**src/rtl/slot_alloc_pkg.sv**
```systemverilog
package slot_alloc_pkg;
  typedef enum logic [1:0] {
    CMD_IDLE   = 2'd0,
    CMD_TRIG   = 2'd1,
    CMD_NOTRIG = 2'd2
  } cmd_e;
endpackage

```
**src/rtl/slot_sum.sv**
```systemverilog
module slot_sum #(
  parameter int NUM_ENTRIES = 4,
  parameter int SLOT_W      = 6,
  localparam int SUM_W      = SLOT_W + $clog2(NUM_ENTRIES)
) (
  input  logic [NUM_ENTRIES*SLOT_W-1:0] slots_i,
  output logic [SUM_W-1:0]              sum_o
);
  logic [SUM_W-1:0] part [NUM_ENTRIES+1];
  assign part[0] = '0;
  for (genvar g = 0; g < NUM_ENTRIES; g++) begin : g_acc
    assign part[g+1] = part[g] + SUM_W'(slots_i[g*SLOT_W +: SLOT_W]);
  end
  assign sum_o = part[NUM_ENTRIES];
endmodule

```
**src/rtl/alloc_ctrl.sv**
```systemverilog
module alloc_ctrl
  import slot_alloc_pkg::*;
#(
  parameter int TRIG_HDRS = 4,
  localparam int TCNT_W   = $clog2(TRIG_HDRS + 1)
) (
  input  logic       clk_i,
  input  logic       rst_ni,
  input  logic       cmd_wr_i,
  input  logic [1:0] cmd_code_i,
  input  logic       over_i,
  input  logic       hdr_i,
  output logic [1:0] cmd_o,
  output logic       trig_o,
  output logic       commit_o,
  output logic       keep_start_o,
  output logic       err_o
);
  cmd_e              cmd_q;
  logic              trig_q, err_q;
  logic [TCNT_W-1:0] tcnt_q;
  logic              code_ok, accept, trig_last;

  assign code_ok   = (cmd_code_i == CMD_TRIG) || (cmd_code_i == CMD_NOTRIG);
  assign accept    = cmd_wr_i && (cmd_q == CMD_IDLE) && code_ok;
  assign trig_last = trig_q && (tcnt_q == TCNT_W'(TRIG_HDRS - 1));

  always_comb begin
    commit_o     = 1'b0;
    keep_start_o = 1'b0;
    if (hdr_i) begin
      if (cmd_q == CMD_NOTRIG) commit_o = 1'b1;
      else if (cmd_q == CMD_TRIG && trig_last) begin
        commit_o     = 1'b1;
        keep_start_o = 1'b1;
      end
    end
  end

  always_ff @(posedge clk_i or negedge rst_ni) begin
    if (!rst_ni) begin
      cmd_q  <= CMD_IDLE;
      trig_q <= 1'b0;
      err_q  <= 1'b0;
      tcnt_q <= '0;
    end else begin
      if (accept) begin
        if (over_i) err_q <= 1'b1;
        else begin
          err_q <= 1'b0;
          cmd_q <= cmd_e'(cmd_code_i);
        end
      end
      if (commit_o) begin
        cmd_q  <= CMD_IDLE;
        trig_q <= 1'b0;
        tcnt_q <= '0;
      end else if (hdr_i && cmd_q == CMD_TRIG) begin
        if (!trig_q) begin
          trig_q <= 1'b1;
          tcnt_q <= '0;
        end else begin
          tcnt_q <= tcnt_q + 1'b1;
        end
      end
    end
  end

  assign cmd_o  = cmd_q;
  assign trig_o = trig_q;
  assign err_o  = err_q;

  a_r3_cmd_legal: assert property (@(posedge clk_i) disable iff (!rst_ni)
    cmd_o != 2'd3);
  a_r5_trig_only_code1: assert property (@(posedge clk_i) disable iff (!rst_ni)
    trig_o |-> cmd_o == CMD_TRIG);
  a_r4_commit_clears_cmd: assert property (@(posedge clk_i) disable iff (!rst_ni)
    commit_o |=> cmd_o == CMD_IDLE);
  a_r9_err_blocks_cmd: assert property (@(posedge clk_i) disable iff (!rst_ni)
    $rose(err_o) |-> cmd_o == CMD_IDLE);
endmodule

```
**src/rtl/keepout_timer.sv**
```systemverilog
module keepout_timer #(
  parameter int HDRS     = 16,
  localparam int KCNT_W  = $clog2(HDRS + 1)
) (
  input  logic clk_i,
  input  logic rst_ni,
  input  logic start_i,
  input  logic hdr_i,
  output logic keepout_o
);
  logic              act_q;
  logic [KCNT_W-1:0] cnt_q;

  always_ff @(posedge clk_i or negedge rst_ni) begin
    if (!rst_ni) begin
      act_q <= 1'b0;
      cnt_q <= '0;
    end else if (start_i) begin
      act_q <= 1'b1;
      cnt_q <= '0;
    end else if (act_q && hdr_i) begin
      if (cnt_q == KCNT_W'(HDRS - 1)) act_q <= 1'b0;
      else cnt_q <= cnt_q + 1'b1;
    end
  end

  assign keepout_o = act_q;

  a_r6_keepout_from_swap: assert property (@(posedge clk_i) disable iff (!rst_ni)
    $rose(keepout_o) |-> $past(start_i));
  a_r6_keepout_ends_on_hdr: assert property (@(posedge clk_i) disable iff (!rst_ni)
    $fell(keepout_o) |-> $past(hdr_i));
endmodule

```
**src/rtl/slot_alloc_table.sv**
```systemverilog
module slot_alloc_table
  import slot_alloc_pkg::*;
#(
  parameter int NUM_ENTRIES  = 4,
  parameter int SID_W        = 4,
  parameter int SLOT_W       = 6,
  parameter int MAX_SLOTS    = 63,
  parameter int TRIG_HDRS    = 4,
  parameter int KEEPOUT_HDRS = 16,
  localparam int ADDR_W      = $clog2(NUM_ENTRIES + 1),
  localparam int DATA_W      = SID_W + SLOT_W,
  localparam int SUM_W       = SLOT_W + $clog2(NUM_ENTRIES)
) (
  input  logic                          clk_i,
  input  logic                          rst_ni,
  input  logic                          wr_en_i,
  input  logic [ADDR_W-1:0]             wr_addr_i,
  input  logic [DATA_W-1:0]             wr_data_i,
  input  logic                          mtp_hdr_i,
  output logic [NUM_ENTRIES*SID_W-1:0]  act_sid_o,
  output logic [NUM_ENTRIES*SLOT_W-1:0] act_slots_o,
  output logic                          alloc_trig_o,
  output logic [1:0]                    cmd_o,
  output logic                          keepout_o,
  output logic                          over_alloc_o
);
  logic [NUM_ENTRIES*SID_W-1:0]  pend_sid_q, act_sid_q;
  logic [NUM_ENTRIES*SLOT_W-1:0] pend_slots_q, act_slots_q;
  logic [SUM_W-1:0]              sum;
  logic                          over, cmd_wr, commit, keep_start, idle;

  assign idle   = (cmd_o == CMD_IDLE);
  assign cmd_wr = wr_en_i && (wr_addr_i == ADDR_W'(NUM_ENTRIES));
  assign over   = (sum > SUM_W'(MAX_SLOTS));

  for (genvar e = 0; e < NUM_ENTRIES; e++) begin : g_entry
    always_ff @(posedge clk_i or negedge rst_ni) begin
      if (!rst_ni) begin
        pend_sid_q[e*SID_W +: SID_W]    <= '0;
        pend_slots_q[e*SLOT_W +: SLOT_W] <= '0;
      end else if (wr_en_i && idle && wr_addr_i == ADDR_W'(e)) begin
        pend_sid_q[e*SID_W +: SID_W]    <= wr_data_i[SLOT_W +: SID_W];
        pend_slots_q[e*SLOT_W +: SLOT_W] <= wr_data_i[SLOT_W-1:0];
      end
    end
  end

  always_ff @(posedge clk_i or negedge rst_ni) begin
    if (!rst_ni) begin
      act_sid_q   <= '0;
      act_slots_q <= '0;
    end else if (commit) begin
      act_sid_q   <= pend_sid_q;
      act_slots_q <= pend_slots_q;
    end
  end

  slot_sum #(.NUM_ENTRIES(NUM_ENTRIES), .SLOT_W(SLOT_W)) u_sum (
    .slots_i (pend_slots_q),
    .sum_o   (sum)
  );

  alloc_ctrl #(.TRIG_HDRS(TRIG_HDRS)) u_ctrl (
    .clk_i        (clk_i),
    .rst_ni       (rst_ni),
    .cmd_wr_i     (cmd_wr),
    .cmd_code_i   (wr_data_i[1:0]),
    .over_i       (over),
    .hdr_i        (mtp_hdr_i),
    .cmd_o        (cmd_o),
    .trig_o       (alloc_trig_o),
    .commit_o     (commit),
    .keep_start_o (keep_start),
    .err_o        (over_alloc_o)
  );

  keepout_timer #(.HDRS(KEEPOUT_HDRS)) u_keep (
    .clk_i     (clk_i),
    .rst_ni    (rst_ni),
    .start_i   (keep_start),
    .hdr_i     (mtp_hdr_i),
    .keepout_o (keepout_o)
  );

  assign act_sid_o   = act_sid_q;
  assign act_slots_o = act_slots_q;

  a_r8_active_only_on_swap: assert property (@(posedge clk_i) disable iff (!rst_ni)
    !commit |=> $stable({act_sid_q, act_slots_q}));
  a_r7_pending_frozen: assert property (@(posedge clk_i) disable iff (!rst_ni)
    !idle |=> $stable({pend_sid_q, pend_slots_q}));
endmodule

```
**config.mk**
```make
export PLATFORM = sky130hd
export DESIGN_NAME = slot_alloc_table
export DESIGN_NICKNAME = d
export VERILOG_FILES = /design/src/rtl/slot_alloc_pkg.sv /design/src/rtl/slot_sum.sv /design/src/rtl/alloc_ctrl.sv /design/src/rtl/keepout_timer.sv /design/src/rtl/slot_alloc_table.sv
export SDC_FILE = /design/constraint.sdc
export NUM_CORES = 1
export LEC_CHECK = 0
export BUFFER_PORTS_ARGS = -buffer_cell sky130_fd_sc_hd__buf_2
export CAP_MARGIN = 40
export CORE_ASPECT_RATIO = 1.2
export CORE_MARGIN = 8
export CORE_UTILIZATION = 51
export DETAILED_ROUTE_END_ITERATION = 10
export GPL_TIMING_DRIVEN = 0
export PLACE_DENSITY = 0.72
export SYNTH_ARGS = -nofsm -noshare
export SYNTH_HDL_FRONTEND = slang
export SYNTH_HIERARCHICAL = 1
export SYNTH_SLANG_ARGS = --single-unit
```
**constraint.sdc**
```tcl
create_clock -name clk_i -period 4.05 [get_ports clk_i]
set_input_delay 0.405 -clock clk_i [delete_from_list [all_inputs] [get_ports clk_i]]
set_output_delay 0.405 -clock clk_i [all_outputs]
set_load 0.01 [all_outputs]
```
==> out/qor.yml <==
clock_tree:
  post_cts_buffers: 0
  insertion_delay_ns: 0.37
  cts_tree: "yes"
  cts_buffers: 9
  clock-sinks: 93
  root_buffer: "clkbuf_8"
  cts_htree_levels: 3
  ctsLongestPathBuffers: 2
  hold_buffers: 0
  clkTransAtPathRegs_ns: 0.11
  post_cts_resized: 0
setup_path:
  worst-path-max-fanout: 3
  crit_family: "adder cells"
  critical_path_buf_inv_count: 3
  arrival_ns: 3.52
  start_kind: "flop"
  critPathCaptureType: "flop"
  worst_path_largest_cell_delay_ns: 0.52
  critical_path_class: "reg -> reg"
  critPathSlowestCell: "fa_1"
  worstPathRequired_ns: 4.34
  worstPathCellList: "inv_1, fa_1, inv_1, fa_1, ha_1, inv_1, fa_1, nor2b_4, o31a_1, o21ai_0, nand2b_1, or2_2, or2b_1, o21ai_0"
layout:
  ff_latch_area_um2: 2330
  drive_gt1_frac: 0.464
  most-common-layout-cells: "dfrtp_1 (93), buf_2 (64), mux2_2 (60), inv_1 (34), mux2_4 (21)"
  diodes: 0
  fin_nets: 414
  final_common_cell: "dfrtp_1"
  synthToLayoutAreaGrowth_pct: 15.7
  fillers: 652
  multi_input_area_um2: 1800
floorplan:
  fp-row-count: 36
  io_pins: 62
  coreArea_um2: 8150
  chipHeight_um: 117
  dieArea_um2: 11700
  die_w_um: 99.9
  initial_core_util: 0.528
timing:
  fmax_mhz: 310
  fin_hold_ws_ns: 0.00866
  fin_setup_tns_ns: 0
  worstMarginPinSlew_ns: 0.514
  fin_ws_ns: 0.822
  finClkSkew_ns: 0.0126
  rsz0062_at_grt: "no"
  hold_viol: 0
  finalCriticalPeriod_ns: 3.23
  slew_headroom: 0.658
  finalSetupViolCount: 0
  final_max_slew_viol_count: 0
  fin_crit_sh: 0.797
flow_run:
  maxCapViolCount: 0
yosys:
  synthesis.nets: 341
  syn_area_per_cell_um2: 14.3
  synth_cells: 301
  synth_area_um2: 4310
  yosysWarnings: 6
global_routing:
  grt_pass1_wl_mm: 14.0
  grt_pass1_vias: 2821
  gr-usage-all-layers: 0.158
  grt_max_degree: 58
  antenna_found_initial: 0
  grt.overflow.total: 0
drt:
  post-route-drc-count: 0
  post_drt_wl_per_cell_um: 16.9
  dr.first_iter.drc_count: 85
  ant_nets: 0
  dr.pass1.iters: 4
  via_count: 2512
  via_per_inst: 5.10
  routed_wl_mm: 8.35
outcome:
  status: "completed"
placed_design:
  place_ws_ns: 0.818
  routabilityCongestion: 0.771
  port_buffers: 61
  hpwlAfterDp_mm: 6.03
hold_path:
  hp-class: "in -> async"
pwr:
  p_per_area_nw_per_um2: 802
  report.power.total_uw: 4000
  p_leak_uw: 0.00262
  peakVddDrop_mv: 0.409
[cell type report]
class / instances / area share
well taps: 114 / 0.0286
repair buffers: 62 / 0.0673
flip-flops and latches: 93 / 0.467
plain buffers: 7 / 0.0108
inverters: 34 / 0.0256
clock buffers: 9 / 0.0248
clock inverters: 7 / 0.0153
multi-input cells: 167 / 0.361
[path summary, 6_finish.rpt]
path	cells past startpoint	slack (ns)	from	to
setup reg to reg	14	0.82	pend_slots_q[1]$_DFFE_PN0P_	u_ctrl/cmd_o[0]$_DFFE_PN0P_
max in group asynchronous	2	3.40	rst_ni	pend_slots_q[7]$_DFFE_PN0P_
hold / removal	1	0.009	rst_ni	act_slots_o[17]$_DFFE_PN0P_
hold reg to reg	1	0.51	act_sid_o[0]$_DFFE_PN0P_	act_sid_o[0]$_DFFE_PN0P_
setup / recovery	14	0.82	pend_slots_q[1]$_DFFE_PN0P_	u_ctrl/cmd_o[0]$_DFFE_PN0P_
min in group clk_i	2	0.31	wr_data_i[5]	pend_slots_q[17]$_DFFE_PN0P_
[metrics by stage]
step,std cells,instance area [um^2],util
after floorplan,301,4310,-
after global placement,476,4760,0.583
after detailed placement,477,4790,0.587
after CTS,493,4990,0.612
after global routing,493,4990,0.612
final,493,4990,0.612
[sequential cells by signal, summed over array words and instances (netlist names)]
name and count:
pend_slots_q 24, u_ctrl/trig_o 1, u_keep/keepout_o 1, act_slots_o 24
act_sid_o 16, u_ctrl/cmd_o 2, u_ctrl/err_o 1, u_keep/cnt_q 5
u_ctrl/tcnt_q 3, pend_sid_q 16
[where the power goes]
part / internal, uW / switching, uW
Clock: 247 / 367
Combinational: 1020 / 891
Sequential: 1250 / 222
[metal layers]
| layer | vias to the layer above | track usage | wire length, um |
|---|---|---|---|
| met5 | - | 0 | 0 |
| met3 | 12 | 0.0489 | 403 |
| met4 | 0 | 0.0708 | 148 |
| met2 | 47 | 0.265 | 4160 |
| li1 | 1158 | - | - |
| met1 | 1295 | 0.182 | 3640 |
No activity file was read; power rests on OpenSTA's default activity.
